[config.mk]
export PLATFORM = sky130hd
export DESIGN_NAME = stack_frame_ctrl
export DESIGN_NICKNAME = d
export VERILOG_FILES = /design/src/rtl/stack_frame_pkg.sv /design/src/rtl/sfc_mode_reg.sv /design/src/rtl/sfc_call_timing.sv /design/src/rtl/sfc_sequencer.sv /design/src/rtl/stack_frame_ctrl.sv
export SDC_FILE = /design/constraint.sdc
export NUM_CORES = 1
export LEC_CHECK = 0
export CAP_MARGIN = 20
export CORE_MARGIN = 1.5
export CORE_UTILIZATION = 40
export CTS_CLUSTER_SIZE = 12
export DETAILED_ROUTE_END_ITERATION = 16
export GPL_TIMING_DRIVEN = 0
export HOLD_SLACK_MARGIN = 0.06
export MAX_ROUTING_LAYER = met4
export PLACE_DENSITY = 0.74
export SETUP_SLACK_MARGIN = 0.4
export SLEW_MARGIN = 15
export SYNTH_ARGS = -nofsm -noshare
export SYNTH_HDL_FRONTEND = slang
export SYNTH_SLANG_ARGS = --single-unit
[constraint.sdc]
create_clock -name clk -period 6.79 [get_ports clk]
set_input_delay 1.358 -clock clk [delete_from_list [all_inputs] [get_ports clk]]
set_output_delay 1.358 -clock clk [all_outputs]
set_load 0.005 [all_outputs]
[src/rtl/stack_frame_pkg.sv]
package stack_frame_pkg;
   localparam int unsigned NIB_W = 4;
   localparam int unsigned CFG_W = 4;
   localparam int unsigned CFG_MODE_BIT = 3;
   localparam int unsigned CFG_BANK_BIT = 0;
   localparam logic [CFG_W-1:0] CFG_RESET = 4'b1000;
   localparam logic [CFG_W-1:0] CFG_RSVD_MASK = 4'b0110;

   typedef struct packed {
      logic compat;
      logic bank;
   } frame_cfg_t;
endpackage

[src/rtl/sfc_mode_reg.sv]
module sfc_mode_reg
   import stack_frame_pkg::*;
(
   input  logic             clk,
   input  logic             rst_n,
   input  logic             we,
   input  logic [CFG_W-1:0] wdata,
   output logic [CFG_W-1:0] cfg,
   output logic             err,
   output frame_cfg_t       fcfg
);
   logic [CFG_W-1:0] cfg_q;
   logic             err_q;
   logic             bad;

   assign bad = |(wdata & CFG_RSVD_MASK);

   always_ff @(posedge clk or negedge rst_n) begin
      if (!rst_n) begin
         cfg_q <= CFG_RESET;
         err_q <= 1'b0;
      end else begin
         err_q <= 1'b0;
         if (we) begin
            if (bad) err_q <= 1'b1;
            else     cfg_q <= wdata;
         end
      end
   end

   assign cfg         = cfg_q;
   assign err         = err_q;
   assign fcfg.compat = cfg_q[CFG_MODE_BIT];
   assign fcfg.bank   = cfg_q[CFG_BANK_BIT];

   assert_bad_write_kept_R3: assert property (@(posedge clk) disable iff (!rst_n)
      (we && bad) |=> $stable(cfg_q));
   assert_reserved_zero_R3: assert property (@(posedge clk) disable iff (!rst_n)
      (cfg_q & CFG_RSVD_MASK) == '0);
endmodule

[src/rtl/sfc_call_timing.sv]
module sfc_call_timing #(
   parameter int unsigned LONG_CYC = 3,
   parameter int unsigned FAST_CYC = 2,
   parameter int unsigned EXT_EXTRA = 1,
   parameter int unsigned CYC_W = 3
) (
   input  logic             compat,
   input  logic             fast,
   input  logic             ext_only,
   output logic [CYC_W-1:0] cycles,
   output logic             illegal
);
   generate
      if (LONG_CYC + EXT_EXTRA >= (1 << CYC_W)) begin : g_bad_w
         $error("call cycle width too small");
      end
   endgenerate

   localparam logic [CYC_W-1:0] C_LONG = CYC_W'(LONG_CYC);
   localparam logic [CYC_W-1:0] C_FAST = CYC_W'(FAST_CYC);
   localparam logic [CYC_W-1:0] C_EXT  = CYC_W'(EXT_EXTRA);

   always_comb begin
      cycles = fast ? C_FAST : C_LONG;
      if (!compat) cycles = cycles + C_EXT;
   end

   assign illegal = ext_only & compat;
endmodule

[src/rtl/sfc_sequencer.sv]
module sfc_sequencer
   import stack_frame_pkg::*;
#(
   parameter int unsigned PC_W = 14,
   parameter int unsigned STAT_W = 8,
   parameter int unsigned SP_W = 8,
   parameter logic [SP_W-1:0] SP_RESET = '0
) (
   input  logic              clk,
   input  logic              rst_n,
   input  logic              start_push,
   input  logic              start_pop,
   input  frame_cfg_t        fcfg,
   input  logic [PC_W-1:0]   pc_in,
   input  logic [STAT_W-1:0] stat_in,
   output logic              busy,
   output logic              done,
   output logic [PC_W-1:0]   pc_out,
   output logic [STAT_W-1:0] stat_out,
   output logic [SP_W-1:0]   sp,
   output logic              mem_we,
   output logic              mem_re,
   output logic [SP_W:0]     mem_addr,
   output logic [NIB_W-1:0]  mem_wdata,
   input  logic [NIB_W-1:0]  mem_rdata
);
   localparam int unsigned PC_SLOTS  = (PC_W + NIB_W - 1) / NIB_W;
   localparam int unsigned ST_SLOTS  = STAT_W / NIB_W;
   localparam int unsigned ALL_SLOTS = PC_SLOTS + ST_SLOTS;
   localparam int unsigned PC_PAD    = PC_SLOTS * NIB_W - PC_W;
   localparam int unsigned STEP_W    = $clog2(ALL_SLOTS + 2);
   localparam logic [STEP_W-1:0] LEN_S = STEP_W'(PC_SLOTS);
   localparam logic [STEP_W-1:0] LEN_L = STEP_W'(ALL_SLOTS);

   generate
      if (STAT_W % NIB_W != 0) begin : g_bad_stat
         $error("status width must be whole nibbles");
      end
      if (PC_W < 1 || SP_W < 2) begin : g_bad_w
         $error("pc or pointer width out of range");
      end
   endgenerate

   logic                     busy_q, push_q, long_q, bank_q, done_q;
   logic [STEP_W-1:0]        step_q, len, cap_slot;
   logic [SP_W-1:0]          sp_q, sp_dec;
   logic [PC_W-1:0]          wr_pc_q, rd_pc_q;
   logic [STAT_W-1:0]        wr_st_q, rd_st_q;
   logic [PC_SLOTS*NIB_W-1:0] pc_pad;
   logic [ALL_SLOTS*NIB_W-1:0] wr_word;

   generate
      if (PC_PAD > 0) begin : g_pad
         assign pc_pad = {{PC_PAD{1'b0}}, wr_pc_q};
      end else begin : g_nopad
         assign pc_pad = wr_pc_q;
      end
   endgenerate

   assign wr_word  = {wr_st_q, pc_pad};
   assign len      = long_q ? LEN_L : LEN_S;
   assign cap_slot = len - step_q;
   assign sp_dec   = sp_q - 1'b1;

   always_ff @(posedge clk or negedge rst_n) begin
      if (!rst_n) begin
         busy_q  <= 1'b0;
         push_q  <= 1'b0;
         long_q  <= 1'b0;
         bank_q  <= 1'b0;
         done_q  <= 1'b0;
         step_q  <= '0;
         sp_q    <= SP_RESET;
         wr_pc_q <= '0;
         wr_st_q <= '0;
         rd_pc_q <= '0;
         rd_st_q <= '0;
      end else begin
         done_q <= 1'b0;
         if (!busy_q) begin
            if (start_push || start_pop) begin
               busy_q <= 1'b1;
               push_q <= start_push;
               long_q <= ~fcfg.compat;
               bank_q <= fcfg.bank;
               step_q <= '0;
               if (start_push) begin
                  wr_pc_q <= pc_in;
                  wr_st_q <= stat_in;
               end
            end
         end else if (push_q) begin
            sp_q <= sp_dec;
            if (step_q == len - 1'b1) busy_q <= 1'b0;
            else                      step_q <= step_q + 1'b1;
         end else begin
            if (step_q < len) sp_q <= sp_q + 1'b1;
            if (step_q != '0) begin
               for (int b = 0; b < int'(PC_W); b++)
                  if (b / NIB_W == int'(cap_slot)) rd_pc_q[b] <= mem_rdata[b % NIB_W];
               for (int b = 0; b < int'(STAT_W); b++)
                  if (b / NIB_W + PC_SLOTS == int'(cap_slot)) rd_st_q[b] <= mem_rdata[b % NIB_W];
            end
            if (step_q == len) begin
               busy_q <= 1'b0;
               done_q <= 1'b1;
            end else begin
               step_q <= step_q + 1'b1;
            end
         end
      end
   end

   assign busy      = busy_q;
   assign done      = done_q;
   assign pc_out    = rd_pc_q;
   assign stat_out  = rd_st_q;
   assign sp        = sp_q;
   assign mem_we    = busy_q & push_q;
   assign mem_re    = busy_q & ~push_q & (step_q < len);
   assign mem_addr  = {bank_q, (mem_we ? sp_dec : sp_q)};
   assign mem_wdata = wr_word[{step_q, 2'b00} +: NIB_W];

   assert_push_predec_R4: assert property (@(posedge clk) disable iff (!rst_n)
      mem_we |=> (sp_q == SP_W'($past(sp_q) - 1'b1)));
   assert_pop_postinc_R6: assert property (@(posedge clk) disable iff (!rst_n)
      mem_re |=> (sp_q == SP_W'($past(sp_q) + 1'b1)));
   assert_no_rw_overlap_R9: assert property (@(posedge clk) disable iff (!rst_n)
      !(mem_we && mem_re));
   assert_start_needs_req_R9: assert property (@(posedge clk) disable iff (!rst_n)
      $rose(busy_q) |-> $past(start_push || start_pop));
   assert_addr_bank_R10: assert property (@(posedge clk) disable iff (!rst_n)
      (mem_we || mem_re) |-> (mem_addr[SP_W] == bank_q));
endmodule

[src/rtl/stack_frame_ctrl.sv]
module stack_frame_ctrl
   import stack_frame_pkg::*;
#(
   parameter int unsigned PC_W = 14,
   parameter int unsigned STAT_W = 8,
   parameter int unsigned SP_W = 8,
   parameter int unsigned CYC_W = 3
) (
   input  logic              clk,
   input  logic              rst_n,
   input  logic              cfg_we,
   input  logic [CFG_W-1:0]  cfg_wdata,
   output logic [CFG_W-1:0]  cfg_rdata,
   output logic              cfg_err,
   input  logic              push_req,
   input  logic              pop_req,
   input  logic [PC_W-1:0]   ret_pc,
   input  logic [STAT_W-1:0] stat_in,
   input  logic              call_fast,
   input  logic              ext_only_op,
   output logic              busy,
   output logic              pop_done,
   output logic [PC_W-1:0]   pc_out,
   output logic [STAT_W-1:0] stat_out,
   output logic [SP_W-1:0]   sp_out,
   output logic [CYC_W-1:0]  call_cycles,
   output logic              illegal_op,
   output logic              mem_we,
   output logic              mem_re,
   output logic [SP_W:0]     mem_addr,
   output logic [NIB_W-1:0]  mem_wdata,
   input  logic [NIB_W-1:0]  mem_rdata
);
   frame_cfg_t fcfg;
   logic       go_push, go_pop;

   assign go_push = push_req & ~busy;
   assign go_pop  = pop_req & ~push_req & ~busy;

   sfc_mode_reg i_mode (
      .clk(clk), .rst_n(rst_n), .we(cfg_we), .wdata(cfg_wdata),
      .cfg(cfg_rdata), .err(cfg_err), .fcfg(fcfg)
   );

   sfc_call_timing #(.CYC_W(CYC_W)) i_timing (
      .compat(fcfg.compat), .fast(call_fast), .ext_only(ext_only_op),
      .cycles(call_cycles), .illegal(illegal_op)
   );

   sfc_sequencer #(.PC_W(PC_W), .STAT_W(STAT_W), .SP_W(SP_W)) i_seq (
      .clk(clk), .rst_n(rst_n), .start_push(go_push), .start_pop(go_pop),
      .fcfg(fcfg), .pc_in(ret_pc), .stat_in(stat_in), .busy(busy),
      .done(pop_done), .pc_out(pc_out), .stat_out(stat_out), .sp(sp_out),
      .mem_we(mem_we), .mem_re(mem_re), .mem_addr(mem_addr),
      .mem_wdata(mem_wdata), .mem_rdata(mem_rdata)
   );
endmodule

Yosys cells after proc, flatten, opt, wreduce, memory -nomap -nowiden

Cells that the tools add are included.

Flip-flop bits (word level): 65
Input bits: 37
Word-level logic and storage cells: 84
Output and inout bits: 56

Muxes and demuxes: 21
Bitwise logic cells: 12
$add $sub $neg: 6
Equality and inequality tests: 9
Magnitude comparators: 1
Reductions and logical operators: 17
Shifts and indexed selects: 1

Operators by type and width:

| kind                                                               | number |
|---|---|
| 8-bit 2-to-1 mux                                                   | 3 |
| 4-bit AND reduction                                                | 6 |
| 24-bit by 6-bit variable part select with 4-bit output             | 1 |
| 3-bit 2-to-1 mux                                                   | 6 |
| 1-bit 2-to-1 mux                                                   | 11 |
| 8-bit by 1-bit adder with 8-bit output, second input constant      | 1 |
| 8-bit by 1-bit subtractor with 8-bit output, second input constant | 1 |
| 1-bit AND                                                          | 7 |
| 3-bit by 1-bit adder with 3-bit output, second input constant      | 2 |
| 2-bit by 3-bit == test with 1-bit output, first input constant     | 2 |
| 3-bit == test                                                      | 2 |
| 3-bit == test, first input constant                                | 2 |
| 3-bit inequality test, second input constant                       | 2 |
| 2-bit AND reduction                                                | 3 |
| 3-bit AND reduction                                                | 2 |
| 1-bit NOT                                                          | 5 |
| 2-bit nonzero test                                                 | 2 |
| 1-bit by 3-bit == test with 1-bit output, first input constant     | 1 |
| 3-bit zero test                                                    | 1 |
| 3-bit less-than comparator                                         | 1 |
| 3-bit nonzero test                                                 | 1 |
| 3-bit by 1-bit subtractor with 3-bit output, second input constant | 1 |
| 3-bit subtractor                                                   | 1 |
| 2-bit 2-to-1 mux                                                   | 1 |
| other kinds (2)                                                    | 2 |

Logic depth before layout (Yosys ltp)

Gate-level depths: netlist (run 1).

Word-level depth: 6
Mapped depth: 7
Gate-level depth less buffers: 6

Hierarchy

From an unflattened synthesis (run 1), not the netlist that was laid out.

Cell total of the unflattened synthesis: 274
Area, all modules: 3241.9 µm²

Modules (own cells, without submodules):

| module           | area an instance (µm²) | cells each | instances | seq. area each (µm²) |
|---|---|---|---|---|
| sfc_sequencer    | 2972.9                 | 253        | 1         | 1501.4 |
| sfc_mode_reg     | 207.7                  | 13         | 1         | 126.4 |
| sfc_call_timing  | 42.5                   | 6          | 1         | 0.0 |
| stack_frame_ctrl | 18.8                   | 2          | 1         | 0.0 |

Worst setup path after synthesis (run 1)

No wires, ideal clock.

Path kind: in2out
Start: input port call_fast
End: output port call_cycles[0]
Required time: 5432 ps
Slack: 3751 ps
Buffers on the path: 0
Arrival: 1681 ps
Stages on the path: 2
Cell sequence: inv_1 > ha_1

Word-level cells in the longest chain between the ends: 3

Ends and longest elaborated chain:

| element                                | line                   | text |
|---|---|---|
| start: declaration                     | stack_frame_ctrl.sv:19 | `input logic call_fast,` |
| 1-bit 2-to-1 mux *                     | sfc_call_timing.sv:24  | `cycles = fast ? C_FAST : C_LONG;` |
| 3-bit by 1-bit adder with 3-bit output | sfc_call_timing.sv:25  | `if (!compat) cycles = cycles + C_EXT;` |
| 3-bit 2-to-1 mux *                     | sfc_call_timing.sv:25  |  |
| end: declaration                       | stack_frame_ctrl.sv:26 | `output logic [CYC_W-1:0] call_cycles,` |

Mark *: on every way between the ends. The rest lies on a longest branch, timed or not.

Worst setup path in the final report (run 1)

Start: register i_seq.step_q[1]
End: output port mem_re

Word-level cells in the longest chain between the ends: 2

Ends and longest elaborated chain:

| element                    | line                   | text |
|---|---|---|
| start: declaration         | sfc_sequencer.sv:45    | `logic [STEP_W-1:0] step_q, len, cap_slot;` |
| start signal: assignment   | sfc_sequencer.sv:95    | `else step_q <= step_q + 1'b1;` |
| start signal: assignment   | sfc_sequencer.sv:108   | `step_q <= step_q + 1'b1;` |
| 3-bit less-than comparator | sfc_sequencer.sv:120   | `assign mem_re = busy_q & ~push_q & (step_q < len);` |
| 1-bit AND                  | sfc_sequencer.sv:120   |  |
| end: declaration           | stack_frame_ctrl.sv:29 | `output logic mem_re,` |

Every way passes these cells.

==> impl_results.md, run 1 <==
* CTS Root Cell: clkbuf_8
* Maximum buffer depth of the clock tree at 2
* # hold bufs at CTS at 0
* FF/Latch Area at roughly 1600 sq um
* First-pass GRT wire length at 11000 microns
* Main synth FF type: dfrtp_1
* IO Pins at 93
* Netlist cell types at 46
* Setup WS post-layout at approximately 2800 ps
* Final setup violation count at 0
* Grt total ovfl at 0
* Synth cell count leaders: dfrtp_1, mux2_2, nand2_1
* Skew-Pair Late Insertion Delay at 340 ps
* Nets at about 410
* WS Path Type: reg -> out
* Worst vdd ir at 0.223 mV
* CP max stage delay at approximately 540 ps
* Crit-path cells: clkbuf_1, inv_1, ha_1, or2b_1, nand2_1, a21oi_1, clkdlybuf4s50_1
* Relative slew slack at 0.596
* Post-CTS sizing at 0
* Clock transition at path regs at 70 ps
* Worst path slowest cell: clkdlybuf4s50_1
* Syn Inst Count at 258
* Routability cong. at 0.801
* Sequential fraction of the synthesis area at 0.513
* Cell taking the most area after synthesis: dfrtp_1
* Final instance area at 4420 sq um
* Clock sink count at 65
* Sequential Power Share at 0.332
* Max-cap viol count at 0
* Period utilization at 0.590
* PD cells at 465 nW/um^2
* HP Class: reg -> reg
* Count leader, synth: dfrtp_1
* Row count at 32
* Total die area at approximately 8500 sq um
* Worst setup EP type: output port
* Gate power share at 0.525
* Tmin final at 4000 ps
* Place WS at approximately 2800 ps
* Final Hold Viols at 0
* Pin count of the biggest net entering global routing at 37
* Syn Std Cell Area at approximately 3200 sq um
* Placed instance area at between 4000 and 5000 sq um
* Yosys warns at 0
* Share of the synthesized area in the top cell type at 0.505
* Clk pwr share at 0.144
* Post-synth net total at 302
* P_sw at 0.700 mW
* CTS tree: built
* Die Y at around 90 microns
* PortBufs at 92
* Max-slew violations at 0
* Post-Syn Area per Cell at 12.3 sq um
* Hpwl dp at around 4900 microns
* Sw Share at 0.341
* Startpoint Class: flop
* Multi-input gate area in the final layout at ~1400 sq um
* Internal Power at 1.36 mW
* DRC viols at 0
* RSZ-0062 raised after global routing: false
* Leading post-synthesis cells by cell area: dfrtp_1, mux2_2, xnor2_1
* WP data arrival at between 2000 and 3000 ps
* Post-layout total power at 2.06 mW
* Vias in the first global route at 2305
* Peak Freq at between 200 and 250 MHz
* WL final at 6470 microns
* Initial DRC count at between 80 and 90
* Area grow syn2layout at 39.3%
* Layout cells sized above 1 at 0.229
* # diodes at 0
* Initial core utilization at 0.413
* DIE WIDTH at 92.0 microns
* EDFF count, synth at 0
* Initial antenna violation count at 0
* Total CTS buffers at 9
* Leak pwr at 1.85 nW
* Worst Path Required at about 5400 ps
* Worst Skew at between 8 and 9 ps
* Register bit total from synthesis at between 60 and 70
* Core Area at 7690 sq um
* Reg2Reg Setup Slack at 4170 ps
* Setup_tns at 0 ps
* Worst-path fanout max at 8
* GRT Overall Usage at 0.172
* Ys async rst share at 1.00
* Postcts setup bufs at 0
* WL/cell at 13.8 microns
* H-tree depth at 3
* # fillers at 674
* Status: finished clean
* CP bufs+invs at 3
* Detailed Routing Iterations Pass 1 at 4
* CP delay by family, top: buffers and inverters
* Via count at 2309
* Antenna Nets Post-Route at 0
* Slew @ Worst Pin at 601 ps
* Vias per cell at 4.92
cell usage in the layout, fill, tap and decap left out, types with 3 or more instances in the layout:
master | Yosys | final
dfrtp_1 | 64 | 64
nand3b_1 | 3 | 3
nor3_1 | 3 | 3
xnor2_1 | 14 | 14
clkbuf_8 | 0 | 10
clkbuf_1 | 4 | 4
nand3_1 | 12 | 12
a21o_1 | 3 | 3
nor2b_1 | 4 | 4
o21ai_0 | 5 | 5
buf_2 | 7 | 7
o22ai_1 | 5 | 5
ha_1 | 7 | 7
nand2_1 | 15 | 15
mux2_2 | 46 | 46
buf_4 | 2 | 3
nand2b_1 | 4 | 4
clkdlybuf4s50_1 | 0 | 91
nor2_1 | 5 | 5
inv_1 | 13 | 13
mux2i_1 | 7 | 7
power groups by stage:
| stage | Sequential (mW) | Combinational [mW] | Clock, mW |
|---|---|---|---|
| 6_report | 0.682 | 1.08 | 0.295 |
| 5_1_grt | 0.709 | 1.18 | 0.324 |
| 4_1_cts | 0.686 | 1.09 | 0.306 |
| 3_5_place_dp | 0.694 | 1.09 | 0 |
| 3_3_place_gp | 0.688 | 1.07 | 0 |
| 2_1_floorplan | 0.678 | 0.616 | 0 |
cells by family after synthesis:
kind of cell               after synthesis  share of synthesized area
muxes                                   55                      0.200
AOI/OAI and AO/OA                       29                     0.0753
and+or+nand+nor                         58                      0.102
adders and majority gates                7                     0.0276
DFF                                     65                      0.513
xor gates and xnor gates                16                     0.0442
buffers and inverters                   28                     0.0383
routing by layer:
layer	vias to the layer above	GRT usage	share of wire
met3	8	0.0556	0.051
met5	-	-	0
li1	1106	-	-
met4	0	0.0692	0.015
met2	57	0.262	0.49
met1	1138	0.213	0.44
area by class of cell:
class,instances,area share
sequential,65,0.368
tap,102,0.0289
multi-input combinational,165,0.322
buffer,15,0.0164
timing repair buffer,93,0.212
clock buffer,10,0.0312
clock inverter,6,0.00963
inverter,13,0.0110
per-stage QoR:
stage,util,std cells,hold slack [ps]
after floorplan,-,258,475
after global placement,0.549,452,485
after detailed placement,0.551,453,491
after CTS,0.575,469,509
after global routing,0.575,469,516
final,0.575,469,507
path summary, 6_finish.rpt:
kind | end | depth (start not counted) | startpoint
min in group asynchronous | i_seq.wr_st_q[1] | 1 | rst_n
setup reg to reg | i_seq.stat_out[7] | 7 | i_seq.step_q[1]
max in group asynchronous | i_mode.cfg[3] | 2 | rst_n
hold reg to reg | i_seq.stat_out[5] | 1 | i_seq.stat_out[5]
setup / recovery | mem_re | 7 | i_seq.step_q[1]
hold / removal | i_seq.stat_out[5] | 1 | i_seq.stat_out[5]
flip-flops by register name, summed over array words and instances (netlist names), 3 cells and up:
| register | flops |
|---|---|
| i_seq.sp | 8 |
| i_mode.cfg | 4 |
| i_seq.step_q | 3 |
| i_seq.stat_out | 8 |
| i_seq.wr_pc_q | 14 |
| i_seq.wr_st_q | 8 |
| i_seq.pc_out | 14 |
Power figures use the tool's default switching activity.
==> run 2, diff against run 1 <==
==> constraint.sdc (replaced) <==
create_clock -name clk -period 3.8 [get_ports clk]
set_input_delay 0.76 -clock clk [delete_from_list [all_inputs] [get_ports clk]]
set_output_delay 0.76 -clock clk [all_outputs]
set_load 0.005 [all_outputs]
==> run 2 against run 1 <==
Against the previous run:
- non-clock buffer count unchanged
- register-to-register slack worse by 2800 ps
- final cell count did not move
- setup slack lost 2200 ps
- clock skew is essentially flat
- worst hold slack lost 160 ps
- clock power is 79% higher
- largest power group unchanged
- sequential power up 79%
- critical path depth did not move
==> impl_results.md, run 2 (synthesis gave the netlist of run 1 again) <==
* Slew @ Worst Pin at 601 ps (-0.000656 ps)
* Worst Skew at 7.67 ps (-0.439 ps)
* # hold bufs at CTS at 0 (unchanged)
* Vias per cell at 4.91 (-0.26%)
* Clk pwr share at 0.143 (about the same)
* Via count at 2303 (-0.26%)
* Nets at 406 (unchanged)
* H-tree depth at 3 (unchanged)
* Relative slew slack at 0.596 (unchanged)
* RSZ-0062 raised after global routing: false
* IO Pins at 93 (unchanged)
* PD cells at 831 nW/um^2 (+79%)
* Pin count of the biggest net entering global routing at 37 (unchanged)
* Area grow syn2layout at 39.5%
* Antenna Nets Post-Route at 0 (unchanged)
* Startpoint Class: flop
* Layout cells sized above 1 at 0.234 (+0.00545)
* HP Class: in -> async
* WP data arrival at 2490 ps (-160 ps)
* Grt total ovfl at 0 (unchanged)
* Post-layout total power at 3.68 mW (+79%)
* CP max stage delay at 540 ps (about the same)
* Total CTS buffers at 9 (unchanged)
* # diodes at 0 (unchanged)
* Peak Freq at 308 MHz
* Most frequent cells in the layout: clkdlybuf4s50_1, dfrtp_1, mux2_2
* CTS tree: built
* Sequential Power Share at 0.332 (about the same)
* First-pass GRT wire length at 11000 microns (unchanged)
* Clock sink count at 65 (unchanged)
* Die Y at 92.0 microns (unchanged)
* Crit-path cells: clkbuf_2, inv_1, ha_1, or2b_1, nand2_1, a21oi_1, clkdlybuf4s50_1
* WL/cell at 13.8 microns (about the same)
* Postcts setup bufs at 0 (unchanged)
* Worst Path Required at 3040 ps (-2390 ps)
* GRT Overall Usage at 0.172 (unchanged)
* DIE WIDTH at 92.0 microns (unchanged)
* Tmin final at 3250 ps
* Hpwl dp at 4940 microns (unchanged)
* Placed instance area at 4240 sq um (unchanged)
* Final setup violation count at 0 (unchanged)
* Routability cong. at 0.801 (unchanged)
* Max-slew violations at 0 (unchanged)
* Worst setup EP type: output port
* Initial DRC count at 84 (+1.2%)
* Worst-path fanout max at 8 (unchanged)
* Maximum buffer depth of the clock tree at 2 (unchanged)
* Worst path slowest cell: clkdlybuf4s50_1
* Clock transition at path regs at 70 ps (about the same)
* Row count at 32 (unchanged)
* Gate power share at 0.525 (about the same)
* Final Hold Viols at 0 (unchanged)
* Internal Power at 2.43 mW (+79%)
* Leak pwr at 1.85 nW (+0.21%)
* Most common cell after layout, fill and taps aside: clkdlybuf4s50_1
* Total die area at 8470 sq um (unchanged)
* CTS Root Cell: clkbuf_8
* Post-CTS sizing at 1 (+1)
* Core Area at 7690 sq um (unchanged)
* Max-cap viol count at 0 (unchanged)
* Initial antenna violation count at 0 (unchanged)
* P_sw at 1.25 mW (+79%)
* DRC viols at 0 (unchanged)
* Worst vdd ir at 0.399 mV (+79%)
* Status: finished clean
* Final instance area at 4430 sq um (+0.17%)
* Skew-Pair Late Insertion Delay at 340 ps (about the same)
* Period utilization at 0.854
* Setup_tns at 0 ps (unchanged)
* Detailed Routing Iterations Pass 1 at 4 (unchanged)
* PortBufs at 92 (unchanged)
* Sw Share at 0.341 (about the same)
* Initial core utilization at 0.413 (unchanged)
* Vias in the first global route at 2305 (unchanged)
* WL final at 6470 microns (about the same)
* WS Path Type: reg -> out
## run 2: cell counts in the layout (fill, tap and decap cells not counted)
Identical to the previous run, type by type.
## run 2: final cells by class
cell class,count,area [sq um]
Fill cell,673,3260
Sequential cell,65,1630
Multi-Input combinational cell,165,1430
Timing Repair Buffer,93,938
Clock buffer,10,138
Tap cell,102,128
Buffer,15,73.8
Inverter,13,48.8
Clock inverter,6,42.5
## run 2: worst max-delay path, delay by kind of cell, from the launching register on
family                     cells  cell delay, ps
buffers and inverters          3             850
DFF                            1             350
AOI/OAI and AO/OA              1             160
and+or+nand+nor                2             370
adders and majority gates      1             430
## run 2: stage by stage
step | std cells | setup WS (ps) | hold WS (ps) | util
final | 469 | 554 | 344 | 0.576
after global routing | 469 | 419 | 357 | 0.576
after CTS | 469 | 537 | 346 | 0.575
after detailed placement | 453 | 742 | 491 | 0.551
after global placement | 452 | -217 | 485 | 0.549
after floorplan | 258 | 1480 | 464 | -
## run 2: path summary, 6_finish.rpt
path	end	depth (start not counted)	startpoint	slack [ps]
max	mem_re	7	i_seq.step_q[1]	550
min	i_seq.wr_st_q[1]	1	rst_n	340
max reg2reg	i_seq.stat_out[7]	7	i_seq.step_q[1]	1340
min reg2reg	i_seq.stat_out[5]	1	i_seq.stat_out[5]	510
max in group asynchronous	i_mode.cfg[3]	2	rst_n	2870
min in group clk	i_seq.stat_out[5]	1	i_seq.stat_out[5]	510
## run 2: power by group through the flow
stage | clock network [mW] | registers [mW] | logic, mW
after floorplan | 0 | 1.21 | 1.10
after global placement | 0 | 1.23 | 1.91
after detailed placement | 0 | 1.24 | 1.94
after CTS | 0.547 | 1.23 | 1.96
after global routing | 0.580 | 1.27 | 2.12
final | 0.527 | 1.22 | 1.93
## run 2: metal layers
layer | wire (microns) | track usage
met5 | 0 | -
met4 | 95 | 0.0692
met3 | 338 | 0.0556
met2 | 3160 | 0.262
met1 | 2870 | 0.213
==> run 3, diff against run 2 <==
--- a/config.mk
+++ b/config.mk
@@ -5,7 +5,7 @@
 export SDC_FILE = /design/constraint.sdc
 export NUM_CORES = 1
 export LEC_CHECK = 0
-export CAP_MARGIN = 20
+export CAP_MARGIN = 10
 export CORE_MARGIN = 1.5
 export CORE_UTILIZATION = 40
 export CTS_CLUSTER_SIZE = 12
==> results of run 3 <==
Final layout, timing and power as in run 2 (identical DEF).
